===== config.mk =====
export PLATFORM = sky130hd
export DESIGN_NAME = dual_timer_apb
export DESIGN_NICKNAME = d
export VERILOG_FILES = /design/src/rtl/dual_timer_pkg.sv /design/src/rtl/dual_timer_prescale.sv /design/src/rtl/dual_timer_core.sv /design/src/rtl/dual_timer_regs.sv /design/src/rtl/dual_timer_apb.sv
export SDC_FILE = /design/constraint.sdc
export NUM_CORES = 1
export LEC_CHECK = 0
export ABC_AREA = 1
export BUFFER_PORTS_ARGS = -buffer_cell sky130_fd_sc_hd__buf_2
export CAP_MARGIN = 10
export CORE_MARGIN = 4
export CORE_UTILIZATION = 55
export DETAILED_ROUTE_END_ITERATION = 10
export PLACE_DENSITY = 0.74
export SLEW_MARGIN = 30
export SYNTH_ARGS = -nofsm -noshare
export SYNTH_HDL_FRONTEND = slang
export SYNTH_HIERARCHICAL = 1
export SYNTH_SLANG_ARGS = --single-unit

===== constraint.sdc =====
create_clock -name clk_i -period 2.11 [get_ports clk_i]
set_input_delay 0.211 -clock clk_i [delete_from_list [all_inputs] [get_ports clk_i]]
set_output_delay 0.211 -clock clk_i [all_outputs]
set_load 0.01 [all_outputs]

===== src/rtl/dual_timer_pkg.sv =====
package dual_timer_pkg;

  localparam int unsigned DATA_W   = 32;
  localparam int unsigned NARROW_W = 16;
  localparam int unsigned CTRL_W   = 8;

  typedef enum logic [2:0] {
    REG_LOAD  = 3'd0,
    REG_VALUE = 3'd1,
    REG_CTRL  = 3'd2,
    REG_CLR   = 3'd3,
    REG_RAW   = 3'd4,
    REG_MASK  = 3'd5,
    REG_BG    = 3'd6,
    REG_NONE  = 3'd7
  } reg_sel_e;

  typedef struct packed {
    logic       en;
    logic       periodic;
    logic       irq_en;
    logic [1:0] div;
    logic       wide;
    logic       one_shot;
  } ctrl_t;

  localparam ctrl_t CTRL_RST = '{en: 1'b0, periodic: 1'b0, irq_en: 1'b1,
                                 div: 2'b00, wide: 1'b0, one_shot: 1'b0};

  function automatic logic [CTRL_W-1:0] ctrl_pack(ctrl_t c);
    return {c.en, c.periodic, c.irq_en, 1'b0, c.div, c.wide, c.one_shot};
  endfunction

  function automatic ctrl_t ctrl_unpack(logic [CTRL_W-1:0] w);
    ctrl_t c;
    c.en       = w[7];
    c.periodic = w[6];
    c.irq_en   = w[5];
    c.div      = w[3:2];
    c.wide     = w[1];
    c.one_shot = w[0];
    return c;
  endfunction

endpackage


===== src/rtl/dual_timer_prescale.sv =====
module dual_timer_prescale #(
  parameter int unsigned DIV1_LOG = 4,
  parameter int unsigned DIV2_LOG = 8
) (
  input  logic       clk_i,
  input  logic       rst_ni,
  input  logic       en_i,
  input  logic [1:0] div_i,
  output logic       tick_o
);

  logic [DIV2_LOG-1:0] pre_q;

  always_ff @(posedge clk_i or negedge rst_ni) begin
    if (!rst_ni)   pre_q <= '0;
    else if (en_i) pre_q <= pre_q + 1'b1;
    else           pre_q <= '0;
  end

  always_comb begin
    unique case (div_i)
      2'b00:   tick_o = en_i;
      2'b01:   tick_o = en_i & (&pre_q[DIV1_LOG-1:0]);
      default: tick_o = en_i & (&pre_q);
    endcase
  end

endmodule


===== src/rtl/dual_timer_core.sv =====
module dual_timer_core
  import dual_timer_pkg::*;
#(
  parameter int unsigned DATA_W   = dual_timer_pkg::DATA_W,
  parameter int unsigned NARROW_W = dual_timer_pkg::NARROW_W,
  parameter int unsigned DIV1_LOG = 4,
  parameter int unsigned DIV2_LOG = 8
) (
  input  logic              clk_i,
  input  logic              rst_ni,
  input  logic [DATA_W-1:0] wdata_i,
  input  logic              load_wr_i,
  input  logic              bg_wr_i,
  input  logic              ctrl_wr_i,
  input  logic              clr_wr_i,
  output logic [DATA_W-1:0] cnt_o,
  output logic [DATA_W-1:0] reload_o,
  output ctrl_t             ctrl_o,
  output logic              ris_o,
  output logic              tick_o,
  output logic              expire_o
);

  localparam logic [DATA_W-1:0] NARROW_MASK =
    {{(DATA_W-NARROW_W){1'b0}}, {NARROW_W{1'b1}}};

  logic [DATA_W-1:0] cnt_q, cnt_d, reload_q, act_mask;
  logic [DATA_W-1:0] cnt_act, cnt_dec, cnt_wrap, cnt_rel;
  ctrl_t             ctrl_q;
  logic              ris_q, tick, zero, one;

  dual_timer_prescale #(
    .DIV1_LOG(DIV1_LOG),
    .DIV2_LOG(DIV2_LOG)
  ) u_pre (
    .clk_i (clk_i),
    .rst_ni(rst_ni),
    .en_i  (ctrl_q.en),
    .div_i (ctrl_q.div),
    .tick_o(tick)
  );

  assign act_mask = ctrl_q.wide ? '1 : NARROW_MASK;
  assign cnt_act  = cnt_q & act_mask;
  assign zero     = (cnt_act == '0);
  assign one      = (cnt_act == {{(DATA_W-1){1'b0}}, 1'b1});
  // untouched upper half merged back in 16-bit mode
  assign cnt_dec  = (cnt_q & ~act_mask) | ((cnt_q - 1'b1) & act_mask);
  assign cnt_wrap = cnt_q | act_mask;
  assign cnt_rel  = (cnt_q & ~act_mask) | (reload_q & act_mask);

  always_comb begin
    cnt_d = cnt_q;
    if (load_wr_i) begin
      cnt_d = wdata_i;
    end else if (tick) begin
      if (!zero)                cnt_d = cnt_dec;
      else if (ctrl_q.one_shot) cnt_d = cnt_q;
      else if (ctrl_q.periodic) cnt_d = cnt_rel;
      else                      cnt_d = cnt_wrap;
    end
  end

  assign expire_o = tick & one & ~load_wr_i;

  always_ff @(posedge clk_i or negedge rst_ni) begin
    if (!rst_ni) begin
      cnt_q    <= '1;
      reload_q <= '0;
      ctrl_q   <= CTRL_RST;
      ris_q    <= 1'b0;
    end else begin
      cnt_q <= cnt_d;
      if (load_wr_i || bg_wr_i) reload_q <= wdata_i;
      if (ctrl_wr_i)            ctrl_q   <= ctrl_unpack(wdata_i[CTRL_W-1:0]);
      if (expire_o)             ris_q    <= 1'b1;
      else if (clr_wr_i)        ris_q    <= 1'b0;
    end
  end

  assign cnt_o    = cnt_q;
  assign reload_o = reload_q;
  assign ctrl_o   = ctrl_q;
  assign ris_o    = ris_q;
  assign tick_o   = tick;

endmodule


===== src/rtl/dual_timer_regs.sv =====
module dual_timer_regs
  import dual_timer_pkg::*;
#(
  parameter int unsigned ADDR_W  = 8,
  parameter int unsigned DATA_W  = dual_timer_pkg::DATA_W,
  parameter int unsigned NUM_TMR = 2
) (
  input  logic                            psel_i,
  input  logic                            penable_i,
  input  logic                            pwrite_i,
  input  logic [ADDR_W-1:0]               paddr_i,
  input  logic [NUM_TMR-1:0][DATA_W-1:0]  cnt_i,
  input  logic [NUM_TMR-1:0][DATA_W-1:0]  reload_i,
  input  logic [NUM_TMR-1:0][CTRL_W-1:0]  ctrl_i,
  input  logic [NUM_TMR-1:0]              ris_i,
  input  logic [NUM_TMR-1:0]              mis_i,
  output logic [NUM_TMR-1:0]              load_wr_o,
  output logic [NUM_TMR-1:0]              bg_wr_o,
  output logic [NUM_TMR-1:0]              ctrl_wr_o,
  output logic [NUM_TMR-1:0]              clr_wr_o,
  output logic [DATA_W-1:0]               prdata_o
);

  localparam int unsigned BANK_LSB = 5;
  localparam int unsigned BANK_W   = (NUM_TMR > 1) ? $clog2(NUM_TMR) : 1;
  localparam int unsigned HI_LSB   = BANK_LSB + BANK_W;

  logic [BANK_W-1:0] bank;
  reg_sel_e          sel;
  logic              hit, wr;
  logic              unused_addr;

  assign unused_addr = ^paddr_i[1:0];
  assign bank = paddr_i[BANK_LSB +: BANK_W];
  assign sel  = reg_sel_e'(paddr_i[4:2]);
  assign hit  = (paddr_i[ADDR_W-1:HI_LSB] == '0) && (int'(bank) < NUM_TMR);
  assign wr   = psel_i & penable_i & pwrite_i & hit;

  for (genvar t = 0; t < NUM_TMR; t++) begin : g_strobe
    logic mine;
    assign mine         = wr && (int'(bank) == t);
    assign load_wr_o[t] = mine && (sel == REG_LOAD);
    assign bg_wr_o[t]   = mine && (sel == REG_BG);
    assign ctrl_wr_o[t] = mine && (sel == REG_CTRL);
    assign clr_wr_o[t]  = mine && (sel == REG_CLR);
  end

  always_comb begin
    prdata_o = '0;
    if (hit) begin
      for (int t = 0; t < NUM_TMR; t++) begin
        if (int'(bank) == t) begin
          unique case (sel)
            REG_LOAD, REG_BG: prdata_o = reload_i[t];
            REG_VALUE:        prdata_o = cnt_i[t];
            REG_CTRL:         prdata_o = {{(DATA_W-CTRL_W){1'b0}}, ctrl_i[t]};
            REG_RAW:          prdata_o = {{(DATA_W-1){1'b0}}, ris_i[t]};
            REG_MASK:         prdata_o = {{(DATA_W-1){1'b0}}, mis_i[t]};
            default:          prdata_o = '0;
          endcase
        end
      end
    end
  end

endmodule


===== src/rtl/dual_timer_apb.sv =====
module dual_timer_apb
  import dual_timer_pkg::*;
#(
  parameter int unsigned ADDR_W   = 8,
  parameter int unsigned DATA_W   = dual_timer_pkg::DATA_W,
  parameter int unsigned NARROW_W = dual_timer_pkg::NARROW_W,
  parameter int unsigned NUM_TMR  = 2,
  parameter int unsigned DIV1_LOG = 4,
  parameter int unsigned DIV2_LOG = 8
) (
  input  logic               clk_i,
  input  logic               rst_ni,
  input  logic               psel_i,
  input  logic               penable_i,
  input  logic               pwrite_i,
  input  logic [ADDR_W-1:0]  paddr_i,
  input  logic [DATA_W-1:0]  pwdata_i,
  output logic [DATA_W-1:0]  prdata_o,
  output logic [NUM_TMR-1:0] tmr_irq_o,
  output logic               irq_any_o
);

  logic [NUM_TMR-1:0][DATA_W-1:0] cnt_w, reload_w;
  logic [NUM_TMR-1:0][CTRL_W-1:0] ctrl_word_w;
  logic [NUM_TMR-1:0] load_wr_w, bg_wr_w, ctrl_wr_w, clr_wr_w;
  logic [NUM_TMR-1:0] ris_w, mis_w, tick_w, exp_w;
  logic [NUM_TMR-1:0] en_w, wide_w, os_w;

  dual_timer_regs #(
    .ADDR_W (ADDR_W),
    .DATA_W (DATA_W),
    .NUM_TMR(NUM_TMR)
  ) u_regs (
    .psel_i   (psel_i),
    .penable_i(penable_i),
    .pwrite_i (pwrite_i),
    .paddr_i  (paddr_i),
    .cnt_i    (cnt_w),
    .reload_i (reload_w),
    .ctrl_i   (ctrl_word_w),
    .ris_i    (ris_w),
    .mis_i    (mis_w),
    .load_wr_o(load_wr_w),
    .bg_wr_o  (bg_wr_w),
    .ctrl_wr_o(ctrl_wr_w),
    .clr_wr_o (clr_wr_w),
    .prdata_o (prdata_o)
  );

  for (genvar t = 0; t < NUM_TMR; t++) begin : g_tmr
    ctrl_t ctrl;

    dual_timer_core #(
      .DATA_W  (DATA_W),
      .NARROW_W(NARROW_W),
      .DIV1_LOG(DIV1_LOG),
      .DIV2_LOG(DIV2_LOG)
    ) u_core (
      .clk_i    (clk_i),
      .rst_ni   (rst_ni),
      .wdata_i  (pwdata_i),
      .load_wr_i(load_wr_w[t]),
      .bg_wr_i  (bg_wr_w[t]),
      .ctrl_wr_i(ctrl_wr_w[t]),
      .clr_wr_i (clr_wr_w[t]),
      .cnt_o    (cnt_w[t]),
      .reload_o (reload_w[t]),
      .ctrl_o   (ctrl),
      .ris_o    (ris_w[t]),
      .tick_o   (tick_w[t]),
      .expire_o (exp_w[t])
    );

    assign ctrl_word_w[t] = ctrl_pack(ctrl);
    assign mis_w[t]       = ris_w[t] & ctrl.irq_en;
    assign en_w[t]        = ctrl.en;
    assign wide_w[t]      = ctrl.wide;
    assign os_w[t]        = ctrl.one_shot;
  end

  assign tmr_irq_o = mis_w;
  assign irq_any_o = |mis_w;

endmodule


==> results of run 1 <==
[where the power goes]
part	switching (mW)	internal [mW]	total, mW	leakage [nW]
registers	0.749	3.84	4.59	1.89
clock network	1.56	1.61	3.17	0.297
logic	4.11	2.10	6.21	4.90
total	6.41	7.55	14.0	7.09
[stage by stage]
stage / hold WS (ns) / util
after floorplan: -0.0846 / -
after global placement: 0.175 / 0.611
after detailed placement: 0.172 / 0.614
after CTS: 0.0614 / 0.643
after global routing: 0.0658 / 0.646
final: 0.0779 / 0.646
[routing by layer]
layer  vias up  global-route usage
met4         0               0.113
met1      5837               0.452
met5         -                   0
li1       6035                   -
met2       558               0.519
met3        96              0.0754
[layout by cell type, fill, tap and decap left out, types with 3 or more instances in the layout]
| cell | synthesis | routed |
|---|---|---|
| o211ai_1 | 3 | 3 |
| nor3_1 | 3 | 3 |
| nor2_2 | 19 | 21 |
| inv_1 | 153 | 153 |
| nand3_2 | 7 | 7 |
| a21oi_1 | 77 | 77 |
| clkinv_8 | 0 | 6 |
| dfrtp_1 | 94 | 94 |
| buf_12 | 0 | 13 |
| buf_2 | 34 | 76 |
| nand2_1 | 662 | 661 |
| clkbuf_16 | 0 | 17 |
| nand4_1 | 21 | 21 |
| nand2_2 | 11 | 8 |
| a21boi_0 | 6 | 6 |
| a22oi_1 | 5 | 5 |
| xnor2_1 | 3 | 3 |
| o21ai_0 | 107 | 107 |
| nand2_4 | 2 | 6 |
| inv_6 | 0 | 5 |
| buf_4 | 9 | 56 |
| o21ai_1 | 8 | 8 |
| ha_1 | 6 | 6 |
| and2_1 | 6 | 6 |
| or2_2 | 7 | 7 |
| nor2_4 | 3 | 5 |
| xor2_1 | 12 | 12 |
| mux2_2 | 56 | 56 |
| nand3_1 | 148 | 147 |
| nor2_1 | 254 | 250 |
| inv_2 | 5 | 5 |
| dfstp_2 | 66 | 66 |
[kinds of logic (layout without fill, tap and decap cells)]
family / count (synthesis) / count (layout) / share of synthesized area
adders and majority gates: 6 / 6 / 0.00630
xor gates and xnor gates: 15 / 15 / 0.0110
AOI/OAI and AO/OA: 213 / 213 / 0.0940
muxes: 56 / 56 / 0.0529
buffers and inverters: 241 / 342 / 0.0868
other: 1 / 2 / 0.000315
and+or+nand+nor: 1153 / 1153 / 0.406
DFF: 160 / 160 / 0.343
[cell type report]
cell class	count	area [um2]
timing repair buffer	150	1150
multi-input combinational	1445	6860
clock inverter	15	189
fill	1964	7500
clock buffer	17	425
sequential	160	4090
tap	275	344
inverter	160	608
[worst max-delay path, cell delays in order, from the launching register on]
cell and delay [ns]:
dfstp_2 0.59, nand2_1 0.06, nand3_1 0.14, nand2_1 0.08, a21oi_1 0.28, buf_2 0.20
[worst max path at each step]
stage / start / to / slack [ns] / depth (start not counted)
after detailed placement: paddr_i[7] / flop / -0.06 / 13
after global routing: flop / g_tmr[0].u_core/cnt_o[0]$_DFFE_PN1P_ / -0.01 / 10
after CTS: g_tmr[0].u_core/cnt_o[0]$_DFFE_PN1P_ / g_tmr[0].u_core/cnt_o[14]$_DFFE_PN1P_ / 0.01 / 11
final: flop / prdata_o[17] / 0.1 / 5
after global placement: paddr_i[7] / flop / -0.009 / 13
after floorplan: paddr_i[5] / g_tmr[1].u_core/reload_o[27]$_DFFE_PN0P_ / 0.14 / 9
[what timing repair did]
action | CTS | global route
hold buffers | 1 | 0
gates resized for setup | 0 | 11
setup endpoints to repair | 0 | 59
endpoints found under the hold margin | 26 | 0
==> results.md, run 1 <==
* FF-to-FF Start: g_tmr[1].u_core/cnt_o[1]$_DFFE_PN1P_
* Tightest Hold Check Type: in -> reg
* Worst-Margin Slew at 0.791 ns
* Row cnt at 53
* Final Hold Fails at 0
* Post-synth EDFFs at 0
* Port Buf Inserts at 77
* Routability cong. at 1.01
* Post-route cell area at 0.0137 mm2
* Pins Over Slew Limit at 0
* Dpl ws at -0.0578 ns
* Worst endpoint data arrival time at between 1.5 and 2 ns
* Layout cells sized above 1 at 0.191
* Dpl cell area at 0.0130 mm2
* Most frequent cells after synthesis: nand2_1 (662), nor2_1 (254), inv_1 (153)
* CTS sink cnt at 160
* Placed insts at 2189
* Max-cap viol count at 0
* CTS tree: done
* Reg clk slew, reported paths at 0.07 ns
* Clock skew at between 0.01 and 0.015 ns
* Yosys top cell area share at 0.209
* Mapped Area at between 0.01 and 0.015 mm2
* Global Route Usage Sum at 0.330
* Largest net degree at the start of global routing at 58
* Met3 routed WL at 3.65 mm
* Initial antenna violation count at 0
* Met2 routed WL at 17.9 mm
* DP HPWL at 28.7 mm
* R2r endpoint: g_tmr[1].u_core/cnt_o[2]$_DFFE_PN1P_
* Max transition margin at 0.473
* Count leader, synth: nand2_1
* R2R Setup Slk at 0.11 ns
* Non-Filler Instances at 2222
* WL per Instance at 17.8 um
* Synth-to-layout area growth at 14.6%
* Req. time, crit path at between 1.5 and 2 ns
* Via density at roughly 5.6
* # DRC at 0
* Initial core utilization at 0.563
* Final nets at 1985
* Final period util at 0.953
* Yosys warnings at 6
* CTS buffer count at 17
* PwrDens at 1020 mW/mm2
* Seq/Total Area, Yosys at 0.343
* Clk_lat worst skew at 0.44 ns
* Postcts setup bufs at 0
* Synthesized flop and latch total at 160
* Initial DRC count at 1172
* First-pass GRT wire length at 63.2 mm
* Largest area contributor in the netlist: nand2_1
* Yosys cell types at 45
* Setup Crit Path Kind: reg -> out
* FFs w/ async S/R, synth at 1.00
* Outcome: completed
* Crit path max fanout at 5
* HP Start: pwdata_i[13]
* Post-DRT Antenna Nets at 0
* Mapped Cells at around 1800
* Period minus WS final at just over 2 ns
* Avg Synthesized Cell Area at around 6.5 um2
* Final setup margin at 0.0984 ns
* Setup total negative slack at 0 ns
* Vias in the first global route at 11845
* Crit. End Element: output port
* VDD IR max at 0.000573 V
* Ant diodes at 0
* Depth of the CTS H-tree at 4
* IO Count at 80
* Root buf cell: clkbuf_16
* Maximum root-to-sink buffer count at 2
* Finish-stage setup viols at 0
* Pleak at 7.09 nW
* Wl on met1 at 16.8 mm
* Worst Hold Path Cells at 3
* CP Launch Type: flop
* Drt pass-1 iters at 7
* Die extent in x at 155 um
* Fmax at 497 MHz
* RSZ-0062 raised after global routing: yes
* Synth top area cells: nand2_1 (21%), dfrtp_1 (20%), dfstp_2 (15%)
* Post-Route WL at 39.5 mm
* Vias after detailed routing at 12526
* Predominant post-synthesis flop cell: dfrtp_1
* Total power at 14.0 mW
* Hold path endpoint: g_tmr[0].u_core/cnt_o[13]$_DFFE_PN1P_
* Die area at 0.0241 mm2
* Core Area at 0.0212 mm2
* DR top layer: met4
* R2R cell count at 12
* Die Y-Extent at 155 um
* Gr ovfl total at 0
Note: power is estimated with default switching activity, not from simulation.
==> run 2: changes to the inputs <==
--- a/config.mk
+++ b/config.mk
@@ -10,8 +10,10 @@
 export CAP_MARGIN = 10
 export CORE_MARGIN = 4
 export CORE_UTILIZATION = 55
+export CTS_BUF_LIST = sky130_fd_sc_hd__clkbuf_16
 export DETAILED_ROUTE_END_ITERATION = 10
 export PLACE_DENSITY = 0.74
+export SKIP_CTS_REPAIR_TIMING = 1
 export SLEW_MARGIN = 30
 export SYNTH_ARGS = -nofsm -noshare
 export SYNTH_HDL_FRONTEND = slang
==> run 2 against run 1 <==
Via count stayed put. Largest cell class unchanged. Critical path depth unchanged. Count of clock-buffer cells in the layout unchanged. Clock power hardly changed. Die area did not move.
==> results.md, run 2 (synthesis gave the netlist of run 1 again) <==
* Psw at 6.41 mW (unchanged)
* Clk_lat worst skew at 0.44 ns (about the same)
* Worst-Margin Slew at 0.791 ns (unchanged)
* Routability cong. at 1.01 (unchanged)
* Ant diodes at 0 (unchanged)
* Row cnt at 53 (unchanged)
* Worst endpoint data arrival time at 1.80 ns (about the same)
* Initial DRC count at 1172 (unchanged)
* Post-route cell area at 0.0137 mm2 (unchanged)
* Depth of the CTS H-tree at 4 (unchanged)
* Setup Crit Path Kind: reg -> out
* Initial core utilization at 0.563 (unchanged)
* Initial antenna violation count at 0 (unchanged)
* # DRC at 0 (unchanged)
* VDD IR max at 0.000573 V (unchanged)
* Switching share of power at 0.459 (unchanged)
* Max transition margin at 0.473 (unchanged)
* IO Count at 80 (unchanged)
* Flop pwr share at 0.329 (about the same)
* Req. time, crit path at 1.90 ns (about the same)
* Crit. End Element: output port
* Die Y-Extent at 155 um (unchanged)
* Total power at 14.0 mW (unchanged)
* Via density at 5.64 (unchanged)
* Placed insts at 2189 (unchanged)
* Final Hold Fails at 0 (unchanged)
* Final nets at 1985 (unchanged)
* Maximum root-to-sink buffer count at 2 (unchanged)
* Max-cap viol count at 0 (unchanged)
* Vias in the first global route at 11845 (unchanged)
* Core Area at 0.0212 mm2 (unchanged)
* Port Buf Inserts at 77 (unchanged)
* Die area at 0.0241 mm2 (unchanged)
* Fmax at 497 MHz (unchanged)
* Non-Filler Instances at 2222 (unchanged)
* Internal at 7.55 mW (unchanged)
* Pleak at 7.09 nW (unchanged)
* Final period util at 0.953 (unchanged)
* DP HPWL at 28.7 mm (unchanged)
* Largest net degree at the start of global routing at 58 (unchanged)
* CTS tree: done
* Drt pass-1 iters at 7 (unchanged)
* Post-DRT Antenna Nets at 0 (unchanged)
* First-pass GRT wire length at 63.2 mm (unchanged)
* Layout cells sized above 1 at 0.191 (unchanged)
* Dpl cell area at 0.0130 mm2 (unchanged)
* Die extent in x at 155 um (unchanged)
* Vias after detailed routing at 12526 (unchanged)
* CTS buffer count at 17 (unchanged)
* Gr ovfl total at 0 (unchanged)
* R2R Setup Slk at 0.11 ns (about the same)
* Reg clk slew, reported paths at 0.07 ns (about the same)
* Period minus WS final at 2.01 ns (unchanged)
* Post-Route WL at 39.5 mm (unchanged)
* PwrDens at 1020 mW/mm2 (unchanged)
* RSZ-0062 raised after global routing: yes
* Root buf cell: clkbuf_16
* Outcome: completed
* Clock power share at 0.227 (about the same)
* CP Launch Type: flop
* Finish-stage setup viols at 0 (unchanged)
* Global Route Usage Sum at 0.330 (unchanged)
* Most frequent cells in the layout: nand2_1 (661), nor2_1 (250), inv_1 (153)
* Gate power share at 0.444 (about the same)
* WL per Instance at 17.8 um (unchanged)
* Setup total negative slack at 0 ns (unchanged)
* Most common cell after layout, fill and taps aside: nand2_1
* Synth-to-layout area growth at 14.6% (unchanged)
* Pins Over Slew Limit at 0 (unchanged)
* Clock skew at 0.0129 ns (unchanged)
* CTS sink cnt at 160 (unchanged)
* Tightest Hold Check Type: in -> reg
* Crit path max fanout at 5 (unchanged)
[run 2: cell counts in the layout (fill, tap and decap cells not counted)]
Identical to the previous run, type by type.
[run 2: path summary, 6_finish.rpt]
path                                                     startpoint                                       end  depth (start not counted)
setup / recovery                                               flop                              prdata_o[17]                          5
hold / removal                                         pwdata_i[13]     g_tmr[0].u_core/cnt_o[13]$_DFFE_PN1P_                          3
setup reg to reg               g_tmr[1].u_core/cnt_o[1]$_DFFE_PN1P_      g_tmr[1].u_core/cnt_o[2]$_DFFE_PN1P_                         12
hold reg to reg            g_tmr[1].u_core/u_pre/pre_q[0]$_DFF_PN0_  g_tmr[1].u_core/u_pre/pre_q[0]$_DFF_PN0_                          1
max in group asynchronous                                    rst_ni     g_tmr[0].u_core/cnt_o[15]$_DFFE_PN1P_                          3
min in group asynchronous                                    rst_ni   g_tmr[0].u_core/reload_o[1]$_DFFE_PN0P_                          2
[run 2: power groups by stage]
stage | combinational (mW) | clock, mW | sequential (mW)
2_1_floorplan | 4.30 | 0 | 4.37
3_3_place_gp | 5.87 | 0 | 4.61
3_5_place_dp | 5.97 | 0 | 4.61
4_1_cts | 6.03 | 3.22 | 4.57
5_1_grt | 6.87 | 3.35 | 4.68
6_report | 6.21 | 3.17 | 4.59
[run 2: metrics by stage]
step            util  hold slack [ns]  setup slack (ns)
6_report       0.646           0.0779            0.0984
5_1_grt        0.646           0.0658           -0.0141
4_1_cts        0.643           -0.290           0.00986
3_5_place_dp   0.614            0.172           -0.0578
3_3_place_gp   0.611            0.175          -0.00878
2_1_floorplan      -          -0.0846             0.135
[run 2: per-layer routing]
layer  wire (um)  up-vias  GRT usage
met3        3650       96     0.0754
met5           0        -          0
li1            -     6035          -
met4        1170        0      0.113
met2       17900      558      0.519
met1       16800     5837      0.452
[run 2: layout make-up]
type	count	area, um2
Multi-Input combinational cell	1445	6860
Timing Repair Buffer	150	1150
Inverter	160	608
Fill cell	1964	7500
Sequential cell	160	4090
Tap cell	275	344
Clock inverter	15	189
Clock buffer	17	425
[run 2: worst max-delay path, stage by stage (launching register included)]
cell and delay (ns):
dfstp_2 0.59, nand2_1 0.06, nand3_1 0.14, nand2_1 0.08, a21oi_1 0.28, buf_2 0.20
